==> src/rtl/uart_bufirq_pkg.sv <==
package uart_bufirq_pkg;
   typedef enum logic [1:0] {
      ADR_CTRL = 2'd0,
      ADR_STAT = 2'd1,
      ADR_TXD  = 2'd2,
      ADR_RXD  = 2'd3
   } reg_addr_e;

   typedef struct packed {
      logic rx_thr2;
      logic rx_ie;
      logic tx_ie;
      logic en;
   } ctrl_t;

   typedef enum logic [1:0] {
      RXS_IDLE,
      RXS_START,
      RXS_DATA,
      RXS_STOP
   } rx_state_e;
endpackage

==> src/rtl/uart_bufirq_tx.sv <==
module uart_bufirq_tx #(
   parameter int DATA_W     = 8,
   parameter int OVERSAMPLE = 16
) (
   input  logic              clk,
   input  logic              rst_n,
   input  logic              en,
   input  logic              tick,
   input  logic              wr_stb,
   input  logic [DATA_W-1:0] wr_data,
   output logic              txd,
   output logic              busy,
   output logic              load
);
   localparam int FRAME_W = DATA_W + 2;
   localparam int CNT_W   = $clog2(OVERSAMPLE);
   localparam int BITS_W  = $clog2(FRAME_W + 1);

   logic              hold_valid;
   logic [DATA_W-1:0] hold_data;
   logic              shifting;
   logic [FRAME_W-1:0] shreg;
   logic [CNT_W-1:0]  tick_cnt;
   logic [BITS_W-1:0] bit_cnt;

   assign load = en & hold_valid & ~shifting;
   assign txd  = shifting ? shreg[0] : 1'b1;
   assign busy = shifting;

   always_ff @(posedge clk or negedge rst_n) begin
      if (!rst_n) begin
         hold_valid <= 1'b0;
         hold_data  <= '0;
         shifting   <= 1'b0;
         shreg      <= '1;
         tick_cnt   <= '0;
         bit_cnt    <= '0;
      end else if (!en) begin
         hold_valid <= 1'b0;
         shifting   <= 1'b0;
         tick_cnt   <= '0;
         bit_cnt    <= '0;
      end else begin
         if (load) begin
            shifting <= 1'b1;
            shreg    <= {1'b1, hold_data, 1'b0};
            tick_cnt <= '0;
            bit_cnt  <= '0;
         end else if (shifting && tick) begin
            if (tick_cnt == CNT_W'(OVERSAMPLE - 1)) begin
               tick_cnt <= '0;
               shreg    <= {1'b1, shreg[FRAME_W-1:1]};
               if (bit_cnt == BITS_W'(FRAME_W - 1)) shifting <= 1'b0;
               else                                 bit_cnt  <= bit_cnt + 1'b1;
            end else begin
               tick_cnt <= tick_cnt + 1'b1;
            end
         end
         if (wr_stb) begin
            hold_valid <= 1'b1;
            hold_data  <= wr_data;
         end else if (load) begin
            hold_valid <= 1'b0;
         end
      end
   end
endmodule

==> src/rtl/uart_bufirq_rx.sv <==
module uart_bufirq_rx
   import uart_bufirq_pkg::*;
#(
   parameter int DATA_W      = 8,
   parameter int OVERSAMPLE  = 16,
   parameter int SYNC_STAGES = 2
) (
   input  logic              clk,
   input  logic              rst_n,
   input  logic              en,
   input  logic              tick,
   input  logic              rxd,
   output logic              byte_valid,
   output logic [DATA_W-1:0] byte_data
);
   localparam int CNT_W = $clog2(OVERSAMPLE);
   localparam int HALF  = OVERSAMPLE / 2;
   localparam int BIT_W = $clog2(DATA_W);

   logic [SYNC_STAGES-1:0] sync_q;
   logic                   rx_s;

   generate
      if (SYNC_STAGES == 1) begin : g_sync1
         always_ff @(posedge clk or negedge rst_n)
            if (!rst_n) sync_q <= 1'b1;
            else        sync_q <= rxd;
      end else begin : g_syncn
         always_ff @(posedge clk or negedge rst_n)
            if (!rst_n) sync_q <= '1;
            else        sync_q <= {sync_q[SYNC_STAGES-2:0], rxd};
      end
   endgenerate
   assign rx_s = sync_q[SYNC_STAGES-1];

   rx_state_e         state;
   logic [CNT_W-1:0]  cnt;
   logic [BIT_W-1:0]  bitn;
   logic [DATA_W-1:0] shreg;

   assign byte_data = shreg;

   always_ff @(posedge clk or negedge rst_n) begin
      if (!rst_n) begin
         state      <= RXS_IDLE;
         cnt        <= '0;
         bitn       <= '0;
         shreg      <= '0;
         byte_valid <= 1'b0;
      end else begin
         byte_valid <= 1'b0;
         if (!en) begin
            state <= RXS_IDLE;
         end else if (tick) begin
            case (state)
               RXS_IDLE: if (!rx_s) begin
                  state <= RXS_START;
                  cnt   <= '0;
               end
               RXS_START: if (cnt == CNT_W'(HALF - 1)) begin
                  cnt <= '0;
                  if (rx_s) state <= RXS_IDLE;
                  else begin
                     state <= RXS_DATA;
                     bitn  <= '0;
                  end
               end else cnt <= cnt + 1'b1;
               RXS_DATA: if (cnt == CNT_W'(OVERSAMPLE - 1)) begin
                  cnt   <= '0;
                  shreg <= {rx_s, shreg[DATA_W-1:1]};
                  if (bitn == BIT_W'(DATA_W - 1)) state <= RXS_STOP;
                  else                            bitn  <= bitn + 1'b1;
               end else cnt <= cnt + 1'b1;
               RXS_STOP: if (cnt == CNT_W'(OVERSAMPLE - 1)) begin
                  cnt        <= '0;
                  state      <= RXS_IDLE;
                  byte_valid <= rx_s;
               end else cnt <= cnt + 1'b1;
               default: state <= RXS_IDLE;
            endcase
         end
      end
   end
endmodule

==> src/rtl/uart_bufirq_rxfifo.sv <==
module uart_bufirq_rxfifo #(
   parameter int DATA_W = 8,
   parameter int DEPTH  = 2,
   localparam int CNT_W = $clog2(DEPTH + 1)
) (
   input  logic              clk,
   input  logic              rst_n,
   input  logic              push,
   input  logic [DATA_W-1:0] push_data,
   input  logic              pop,
   output logic [DATA_W-1:0] head,
   output logic [CNT_W-1:0]  count,
   output logic              overrun_evt
);
   localparam int PTR_W = (DEPTH > 1) ? $clog2(DEPTH) : 1;

   logic [DATA_W-1:0] mem [DEPTH];
   logic [PTR_W-1:0]  wr_ptr, rd_ptr;
   logic              full, do_push, do_pop;

   function automatic logic [PTR_W-1:0] ptr_next(input logic [PTR_W-1:0] p);
      return (p == PTR_W'(DEPTH - 1)) ? '0 : p + 1'b1;
   endfunction

   assign full        = (count == CNT_W'(DEPTH));
   assign do_pop      = pop & (count != '0);
   assign do_push     = push & (~full | do_pop);
   assign overrun_evt = push & full & ~do_pop;
   assign head        = mem[rd_ptr];

   always_ff @(posedge clk or negedge rst_n) begin
      if (!rst_n) begin
         wr_ptr <= '0;
         rd_ptr <= '0;
         count  <= '0;
         for (int i = 0; i < DEPTH; i++) mem[i] <= '0;
      end else begin
         if (do_push) begin
            mem[wr_ptr] <= push_data;
            wr_ptr      <= ptr_next(wr_ptr);
         end
         if (do_pop) rd_ptr <= ptr_next(rd_ptr);
         case ({do_push, do_pop})
            2'b10:   count <= count + 1'b1;
            2'b01:   count <= count - 1'b1;
            default: count <= count;
         endcase
      end
   end
endmodule

==> src/rtl/uart_bufirq.sv <==
module uart_bufirq
   import uart_bufirq_pkg::*;
#(
   parameter int DATA_W      = 8,
   parameter int OVERSAMPLE  = 16,
   parameter int RX_DEPTH    = 2,
   parameter int SYNC_STAGES = 2
) (
   input  logic              clk,
   input  logic              rst_n,
   input  logic              baud_tick,
   input  logic              reg_wr,
   input  logic              reg_rd,
   input  logic [1:0]        reg_addr,
   input  logic [DATA_W-1:0] reg_wdata,
   output logic [DATA_W-1:0] reg_rdata,
   input  logic              rxd,
   output logic              txd,
   output logic              irq
);
   localparam int RXC_W = $clog2(RX_DEPTH + 1);

   generate
      if (DATA_W < 5)               begin : g_bad_w  $error("DATA_W must be 5 or more"); end
      if (OVERSAMPLE < 4)           begin : g_bad_os $error("OVERSAMPLE must be 4 or more"); end
      if (RX_DEPTH < 2)             begin : g_bad_d  $error("RX_DEPTH must be 2 or more"); end
      if (SYNC_STAGES < 1)          begin : g_bad_s  $error("SYNC_STAGES must be 1 or more"); end
   endgenerate

   ctrl_t              ctrl_q;
   logic               xfer_en, tx_ie, rx_ie, rx_thr2;
   logic               txe_flag, overrun;
   logic               tx_wr, tx_busy, tx_load;
   logic               rx_push, rx_pop, ovr_evt;
   logic [DATA_W-1:0]  rx_byte, rx_head;
   logic [RXC_W-1:0]   rx_count;
   logic               rx_one, rx_two, rx_cond;

   assign xfer_en = ctrl_q.en;
   assign tx_ie   = ctrl_q.tx_ie;
   assign rx_ie   = ctrl_q.rx_ie;
   assign rx_thr2 = ctrl_q.rx_thr2;

   assign tx_wr  = reg_wr & (reg_addr == ADR_TXD);
   assign rx_pop = reg_rd & (reg_addr == ADR_RXD);

   uart_bufirq_tx #(.DATA_W(DATA_W), .OVERSAMPLE(OVERSAMPLE)) u_tx (
      .clk(clk), .rst_n(rst_n), .en(xfer_en), .tick(baud_tick),
      .wr_stb(tx_wr), .wr_data(reg_wdata),
      .txd(txd), .busy(tx_busy), .load(tx_load)
   );

   uart_bufirq_rx #(.DATA_W(DATA_W), .OVERSAMPLE(OVERSAMPLE), .SYNC_STAGES(SYNC_STAGES)) u_rx (
      .clk(clk), .rst_n(rst_n), .en(xfer_en), .tick(baud_tick), .rxd(rxd),
      .byte_valid(rx_push), .byte_data(rx_byte)
   );

   uart_bufirq_rxfifo #(.DATA_W(DATA_W), .DEPTH(RX_DEPTH)) u_fifo (
      .clk(clk), .rst_n(rst_n), .push(rx_push), .push_data(rx_byte),
      .pop(rx_pop), .head(rx_head), .count(rx_count), .overrun_evt(ovr_evt)
   );

   always_ff @(posedge clk or negedge rst_n) begin
      if (!rst_n) begin
         ctrl_q   <= '0;
         txe_flag <= 1'b0;
         overrun  <= 1'b0;
      end else begin
         if (reg_wr && reg_addr == ADR_CTRL) ctrl_q <= ctrl_t'(reg_wdata[3:0]);
         if (tx_wr)        txe_flag <= 1'b0;
         else if (tx_load) txe_flag <= 1'b1;
         if (ovr_evt)                                          overrun <= 1'b1;
         else if (reg_wr && reg_addr == ADR_STAT && reg_wdata[3]) overrun <= 1'b0;
      end
   end

   assign rx_one  = (rx_count != '0);
   assign rx_two  = (rx_count >= RXC_W'(2));
   assign rx_cond = rx_thr2 ? rx_two : rx_one;
   assign irq     = (txe_flag & tx_ie) | (rx_cond & rx_ie);

   always_comb begin
      case (reg_addr)
         ADR_CTRL: reg_rdata = DATA_W'(ctrl_q);
         ADR_STAT: reg_rdata = DATA_W'({overrun, tx_busy, rx_two, rx_one});
         ADR_RXD:  reg_rdata = rx_one ? rx_head : '0;
         default:  reg_rdata = '0;
      endcase
   end
endmodule

==> config.mk <==
export PLATFORM = sky130hd
export DESIGN_NAME = uart_bufirq
export DESIGN_NICKNAME = d
export VERILOG_FILES = /design/src/rtl/uart_bufirq_pkg.sv /design/src/rtl/uart_bufirq_tx.sv /design/src/rtl/uart_bufirq_rx.sv /design/src/rtl/uart_bufirq_rxfifo.sv /design/src/rtl/uart_bufirq.sv
export SDC_FILE = /design/constraint.sdc
export NUM_CORES = 1
export LEC_CHECK = 0
export BUFFER_PORTS_ARGS = -buffer_cell sky130_fd_sc_hd__buf_2
export CORE_ASPECT_RATIO = 1.2
export CORE_MARGIN = 1.5
export CORE_UTILIZATION = 35
export DETAILED_ROUTE_END_ITERATION = 12
export MAX_ROUTING_LAYER = met4
export PLACE_DENSITY = 0.64
export SLEW_MARGIN = 15
export SYNTH_ARGS = -nofsm -noshare
export SYNTH_HDL_FRONTEND = slang
export SYNTH_SLANG_ARGS = --single-unit
==> constraint.sdc <==
create_clock -name clk -period 1.6 [get_ports clk]
set_input_delay 0.32 -clock clk [delete_from_list [all_inputs] [get_ports clk]]
set_output_delay 0.32 -clock clk [all_outputs]
set_load 0.01 [all_outputs]
==> results.json, run 1 <==
{
  "p_sw_frac": 0.2220,
  "drt_iter0_markers": 146,
  "synth.distinct_cells": 51,
  "worst_path_most_repeated_cell": "buf_4",
  "p_sw_mw": 1.240,
  "yosys_warnings": 0,
  "grt_use_total": 0.1644,
  "hold_violations": 0,
  "cts_buffer_depth": 2,
  "reg2regPathDepth": 6,
  "grt_start_max_net_pins": 23,
  "fmax_ghz": 0.5523,
  "num_rows": 40,
  "synth_edf_count": 0,
  "pwr-share-seq": 0.411,
  "cellLeakagePower_nw": 2.108,
  "ctsRootBufferMaster": "clkbuf_16",
  "cts_tree": "done",
  "cts.htree.levels": 3,
  "slew_viol_final": 0,
  "hp-class": "in -> reg",
  "n_antenna_cell": 0,
  "synthFlopType": "dfrtp_1",
  "async_flop_share": 1.000,
  "routed_wl_um": 7752,
  "hp-start": "rxd",
  "worst_hold_path.num_cells": 1,
  "ys_seq_area_frac": 0.5194,
  "numCtsBuffers": 9,
  "r2r-end": "u_tx.shreg[5]$_DFFE_PN1P_",
  "grt_pass1_wl_um": 13190,
  "dp_hpwl_um": 5163,
  "die_y_um": 113.2,
  "hold_path_end": "u_rx.sync_q[0]$_DFF_PN1_",
  "drcViolationCount": 0,
  "vias_per_cell": 5.082,
  "cts.sinks": 73,
  "power_density_nw_per_um2": 1163,
  "r2r_start": "u_tx.tick_cnt[1]$_DFFE_PN0N_",
  "slowest_stage": "dfrtp_1",
  "rsz0062_at_grt": "yes",
  "cp_num_buf_inv": 3,
  "nets": 398,
  "tightest_slew_ps": 502.7,
  "period_needed_ps": 1810,
  "gp_congestion": 0.8054,
  "setup_viol_count_final": 13,
  "grt_pass1_vias": 2781,
  "status": "finished, violations left",
  "total_power_mw": 5.585,
  "die_w_um": 94.85,
  "combPwrFrac": 0.122,
  "fin_ws_ps": -210.5,
  "path_clk_slew_ps": 60,
  "clk_latency_ps": 330,
  "pre_cts_slack_ps": -48.06,
  "p_int_mw": 4.345,
  "synthCells": 299,
  "drv_cap": 0,
  "slowest_delay_ps": 400,
  "fin_tns_setup_ps": -1773,
  "cp-end-kind": "output pin",
  "crit_arrival_ps": 1490,
  "cp_cell_sequence": "buf_4 > buf_4 > o21ai_2 > a21oi_1 > a21o_1 > buf_2",
  "initial_utilization": 0.3576,
  "ys_ff_latch": 73,
  "min_period_over_period": 1.132,
  "coreArea_um2": 9910,
  "vias": 2546,
  "violations": "negative setup slack",
  "drt_first_pass_iters": 4,
  "die-area_um2": 10740,
  "syn-num-nets": 327,
  "overflow": 0,
  "critPathLaunchType": "register",
  "clkPwrFrac": 0.467,
  "vdd_drop_max_v": 0.0006366,
  "port_buffers": 25,
  "avgSynthCellArea_um2": 11.85,
  "antenna_found_initial": 0,
  "ant_nets": 0,
  "area.growth.synth_to_final_pct": 35.56,
  "rrSetupSlack_ps": -60,
  "drive_gt1_frac": 0.4560,
  "slew_headroom": 0.6649,
  "wl_per_cell_um": 15.47,
  "pin_count": 26,
  "skew_ps": 6.473,
  "cp_max_fo": 3,
  "required_ps": 1280,
  "path_delay_family": "buffers and inverters",
  "crit_type": "reg -> out",
  "synth_area_um2": 3543
}
## logic make-up (layout without fill, tap and decap cells)
| family | after synthesis | after routing | share of synthesized area |
|---|---|---|---|
| AO/OA/AOI/OAI | 45 | 45 | 0.08934 |
| XOR/XNOR | 9 | 9 | 0.02225 |
| adder cells (fa/ha/maj) | 12 | 12 | 0.04237 |
| buffers and inverters | 19 | 95 | 0.02436 |
| flip-flops | 73 | 73 | 0.5194 |
| multiplexers | 57 | 57 | 0.1741 |
| AND/OR/NAND/NOR | 84 | 84 | 0.1282 |
## Yosys cell counts (all sizes together) (2+ instances only)
cell / n / area [µm²]
mux2: 37 / 416.7
nand4b: 2 / 23.77
xnor2: 6 / 52.55
dfstp: 11 / 289.0
o211ai: 4 / 43.79
nand3: 10 / 50.05
nor3b: 2 / 20.02
o31ai: 2 / 15.01
ha: 12 / 150.1
a21oi: 4 / 20.02
and3: 4 / 26.28
mux2i: 20 / 200.2
o21ai: 19 / 106.4
nor2: 16 / 75.07
nor2b: 3 / 18.77
inv: 9 / 33.78
o22ai: 3 / 18.77
a21o: 2 / 15.01
a211oi: 2 / 20.02
dfrtp: 62 / 1551
o41ai: 2 / 17.52
nor3: 7 / 40.04
xor2: 3 / 26.28
nand3b: 3 / 22.52
nand2: 27 / 101.4
buf: 9 / 47.55
nand2b: 5 / 38.78
## worst reg2reg max path: cells and delay by family, from the launching register on
| family | cells | cell delay (ps) |
|---|---|---|
| AND/OR/NAND/NOR | 2 | 390 |
| flip-flops | 1 | 400 |
| adder cells (fa/ha/maj) | 1 | 240 |
| multiplexers | 1 | 180 |
| AO/OA/AOI/OAI | 1 | 90 |
| buffers and inverters | 1 | 300 |
## placed cells by master (no fill, tap or decap), types with 4 or more instances in the layout
cell       instances
inv_1              5
nand3_1            8
nand2_1           25
dfstp_2           11
nor3_1             4
bufinv_16          5
ha_1               7
buf_12             6
nand2b_1           4
buf_6              8
o21ai_0           12
xnor2_1            5
mux2i_1           18
nor2_1            13
mux2_2            37
buf_4             30
clkbuf_16          9
ha_4               5
buf_2             24
o21ai_1            5
a21oi_1            4
dfrtp_1           60
## area by class of cell
| cell class | instances | area, µm² |
|---|---|---|
| multi-input combinational | 207 | 1798 |
| timing repair buffer | 70 | 576.8 |
| sequential | 73 | 1843 |
| fill | 880 | 5106 |
| clock inverter | 7 | 166.4 |
| inverter | 9 | 36.28 |
| tap | 126 | 157.7 |
| clock buffer | 9 | 225.2 |
## power by group through the flow
stage	clock (mW)	combinational, mW	sequential [mW]
finish	2.61	0.681	2.30
global route	2.73	0.762	2.33
CTS	2.65	0.643	2.29
detailed placement	0	0.597	2.32
global placement	0	0.577	2.31
floorplan	0	0.369	2.28
## metrics by stage
stage / instance area (µm²) / instances / hold slack [ps] / utilization
floorplan: 3567 / 299 / 24.41 / -
global placement: 4044 / 469 / 310.0 / 0.4081
detailed placement: 4044 / 469 / 308.7 / 0.4081
CTS: 4604 / 492 / 80.01 / 0.4646
global route: 4803 / 501 / 72.67 / 0.4847
finish: 4803 / 501 / 89.28 / 0.4847
## worst max-delay path by stage
| stage | from | end | cells past startpoint |
|---|---|---|---|
| after floorplan | u_fifo.count[0]$_DFFE_PN0P_ | u_fifo.count[1]$_DFFE_PN0P_ | 9 |
| after global placement | u_rx.state[0]$_DFFE_PN0P_ | u_rx.state[1]$_DFFE_PN0P_ | 5 |
| after detailed placement | u_rx.state[1]$_DFFE_PN0P_ | u_rx.cnt[3]$_DFFE_PN0P_ | 6 |
| after CTS | u_fifo.count[0]$_DFFE_PN0P_ | reg_rdata[2] | 5 |
| after global routing | u_fifo.count[0]$_DFFE_PN0P_ | reg_rdata[2] | 5 |
| final | u_fifo.count[0]$_DFFE_PN0P_ | reg_rdata[0] | 6 |
## state kept, by name (all words and copies together), names as in the netlist, 2 cells and up
register,count
u_fifo.mem,16
u_tx.shreg,9
u_rx.byte_data,8
u_tx.hold_data,8
u_rx.cnt,4
u_tx.bit_cnt,4
u_tx.tick_cnt,4
u_rx.bitn,3
u_fifo.count,2
u_rx.state,2
u_rx.sync_q,2
## metal layers
metal / share of wire / up-vias / routed length (µm) / global-route usage
li1: - / 1211 / - / -
met1: 0.41 / 1294 / 3168 / 0.1866
met2: 0.54 / 31 / 4192 / 0.2762
met3: 0.035 / 10 / 269 / 0.04234
met4: 0.016 / 0 / 121 / 0.06070
met5: 0 / - / 0 / -
## repair_timing
item,4_1_cts,5_1_grt
setup buffers,5,9
hold endpoints to repair,14,0
endpoints found under the setup margin,26,53
cloned,1,0
pin swaps,9,21
gates resized for setup,25,22
hold buffers,1,0
Note: power is estimated with default switching activity, not from simulation.
==> run 2, diff against run 1 <==
--- a/config.mk
+++ b/config.mk
@@ -10,6 +10,7 @@
 export CORE_MARGIN = 1.5
 export CORE_UTILIZATION = 35
 export DETAILED_ROUTE_END_ITERATION = 12
+export HOLD_SLACK_MARGIN = 0.12
 export MAX_ROUTING_LAYER = met4
 export PLACE_DENSITY = 0.64
 export SLEW_MARGIN = 15
==> run 2 against run 1 <==
  * The run still ends with negative setup slack left
  * Die area is the same
  * Maximum frequency is essentially flat
  * Worst setup slack better by 0.57 ps
  * Sequential share of layout area shrank 0.080 points
  * Hold slack improved by 130 ps
  * Sequential power barely moved
==> results.json, run 2 (same netlist as run 1, synthesis figures left out) <==
{
  "combPwrFrac": 0.122,
  "fmax_ghz": 0.5525,
  "crit_type": "reg -> out",
  "top_register": "u_fifo.mem",
  "cp-end-kind": "output pin",
  "fin_tns_setup_ps": -1764,
  "critPathLaunchType": "register",
  "cts.htree.levels": 3,
  "tightest_slew_ps": 502.3,
  "slew_viol_final": 0,
  "n_antenna_cell": 0,
  "met2_length_um": 4198,
  "grt_pass1_wl_um": 13190,
  "vias": 2545,
  "rsz0062_at_grt": "yes",
  "violations": "negative setup slack",
  "drv_cap": 0,
  "cp_max_fo": 3,
  "fin_ws_ps": -209.9,
  "wl_per_cell_um": 15.45,
  "maxUsedRoutingLayer": "met4",
  "grt_use_total": 0.1644,
  "fin_hold_ws_ps": 220.5,
  "total_power_mw": 5.585,
  "die-area_um2": 10740,
  "crit_path_start": "u_fifo.count[0]$_DFFE_PN0P_",
  "numCtsBuffers": 9,
  "hold_violations": 0,
  "port_buffers": 25,
  "cellLeakagePower_nw": 2.112,
  "overflow": 0,
  "status": "finished, violations left",
  "slew_headroom": 0.6651,
  "skew_ps": 6.403,
  "min_period_over_period": 1.131,
  "nets": 399,
  "wirelength_met1_um": 3168,
  "dp_hpwl_um": 5163,
  "dr_wl_met3_um": 267,
  "die_y_um": 113.2,
  "path_clk_slew_ps": 60,
  "drive_gt1_frac": 0.4548,
  "pin_count": 26,
  "p_sw_mw": 1.238,
  "vdd_drop_max_v": 0.0006350,
  "reg_top3": "u_fifo.mem (16), u_tx.shreg (9)",
  "vias_per_cell": 5.070,
  "initial_utilization": 0.3576,
  "ctsRootBufferMaster": "clkbuf_16",
  "fillers": 879,
  "drcViolationCount": 0,
  "required_ps": 1280,
  "antenna_found_initial": 0,
  "power_density_nw_per_um2": 1160,
  "layout_common_cells": "dfrtp_1 (60), mux2_2 (37), buf_4 (30)",
  "cts_tree": "done",
  "crit_arrival_ps": 1490,
  "largest_reg_flops": 16,
  "clkPwrFrac": 0.466,
  "clk_latency_ps": 330,
  "hp-start": "reg_wdata[4]",
  "grt_start_max_net_pins": 23,
  "routed_wl_um": 7755,
  "cts_buffer_depth": 2,
  "pwr-share-seq": 0.411,
  "hp-class": "in -> reg",
  "cts.sinks": 73,
  "die_w_um": 94.85,
  "r2r_start": "u_tx.tick_cnt[1]$_DFFE_PN0N_",
  "coreArea_um2": 9910,
  "final_common_cell": "dfrtp_1",
  "period_needed_ps": 1810,
  "drt_first_pass_iters": 4,
  "p_sw_frac": 0.2217,
  "p_int_mw": 4.346,
  "num_rows": 40,
  "drt_iter0_markers": 150,
  "ant_nets": 0,
  "area.growth.synth_to_final_pct": 35.84,
  "setup_viol_count_final": 13,
  "gp_congestion": 0.8054,
  "grt_pass1_vias": 2781
}
==> run 2: cell count changes in the layout (fill, tap and decap cells not counted), sizes merged <==
cell and delta:
dlygate4sd3 +1
==> run 2: final cells by class <==
class,count,area [µm²],share of cell area
multi-input combinational,207,1798,0.3735
clock buffer,9,225.2,0.04679
timing repair buffer,71,586.8,0.1219
tap,126,157.7,0.03275
sequential,73,1843,0.3829
clock inverter,7,166.4,0.03457
inverter,9,36.28,0.007538
==> run 2: power by group through the flow <==
stage / combinational (mW) / clock [mW] / sequential (mW)
detailed placement: 0.597 / 0 / 2.32
floorplan: 0.369 / 0 / 2.28
finish: 0.683 / 2.60 / 2.30
CTS: 0.644 / 2.65 / 2.29
global placement: 0.577 / 0 / 2.31
global route: 0.764 / 2.73 / 2.33
==> run 2: what timing repair did <==
| action | 4_1_cts | 5_1_grt |
|---|---|---|
| setup endpoints to repair | 26 | 53 |
| gates cloned | 1 | 0 |
| setup buffers | 5 | 9 |
| pin swaps | 9 | 21 |
| gates resized for setup | 25 | 22 |
| hold buffers | 2 | 0 |
| endpoints found under the hold margin | 15 | 0 |
==> run 2: metrics by stage <==
stage | utilization | cells | worst slack (ps) | area (µm²)
6_report | 0.4857 | 502 | -209.9 | 4813
5_1_grt | 0.4857 | 502 | -275.3 | 4813
4_1_cts | 0.4657 | 493 | -201.0 | 4614
3_5_place_dp | 0.4081 | 469 | -48.06 | 4044
3_3_place_gp | 0.4081 | 469 | -4.337 | 4044
2_1_floorplan | - | 299 | -115.3 | 3567
==> run 2: layer usage <==
metal  vias to the layer above  GRT usage
met5                         -          -
met3                        10    0.04234
met1                      1291     0.1866
li1                       1213          -
met4                         0    0.06070
met2                        31     0.2762
==> run 2: worst paths after layout <==
path | to | slack, ps | depth (start not counted)
setup / recovery | reg_rdata[0] | -210 | 6
hold / removal | u_tx.hold_data[4]$_DFFE_PN0P_ | 220 | 2
setup reg to reg | u_tx.shreg[5]$_DFFE_PN1P_ | -60 | 6
hold reg to reg | u_rx.sync_q[1]$_DFF_PN1_ | 360 | 0
max in group asynchronous | u_tx.shreg[8]$_DFFE_PN1P_ | 560 | 3
min in group asynchronous | u_fifo.mem[4]$_DFFE_PN0P_ | 490 | 2
==> run 2: worst max-delay path, cell delays in order (launching register included) <==
cell and delay (ps):
dfrtp_1 400, buf_4 150, buf_4 130, o21ai_2 130, a21oi_1 60, a21o_1 150
buf_2 150
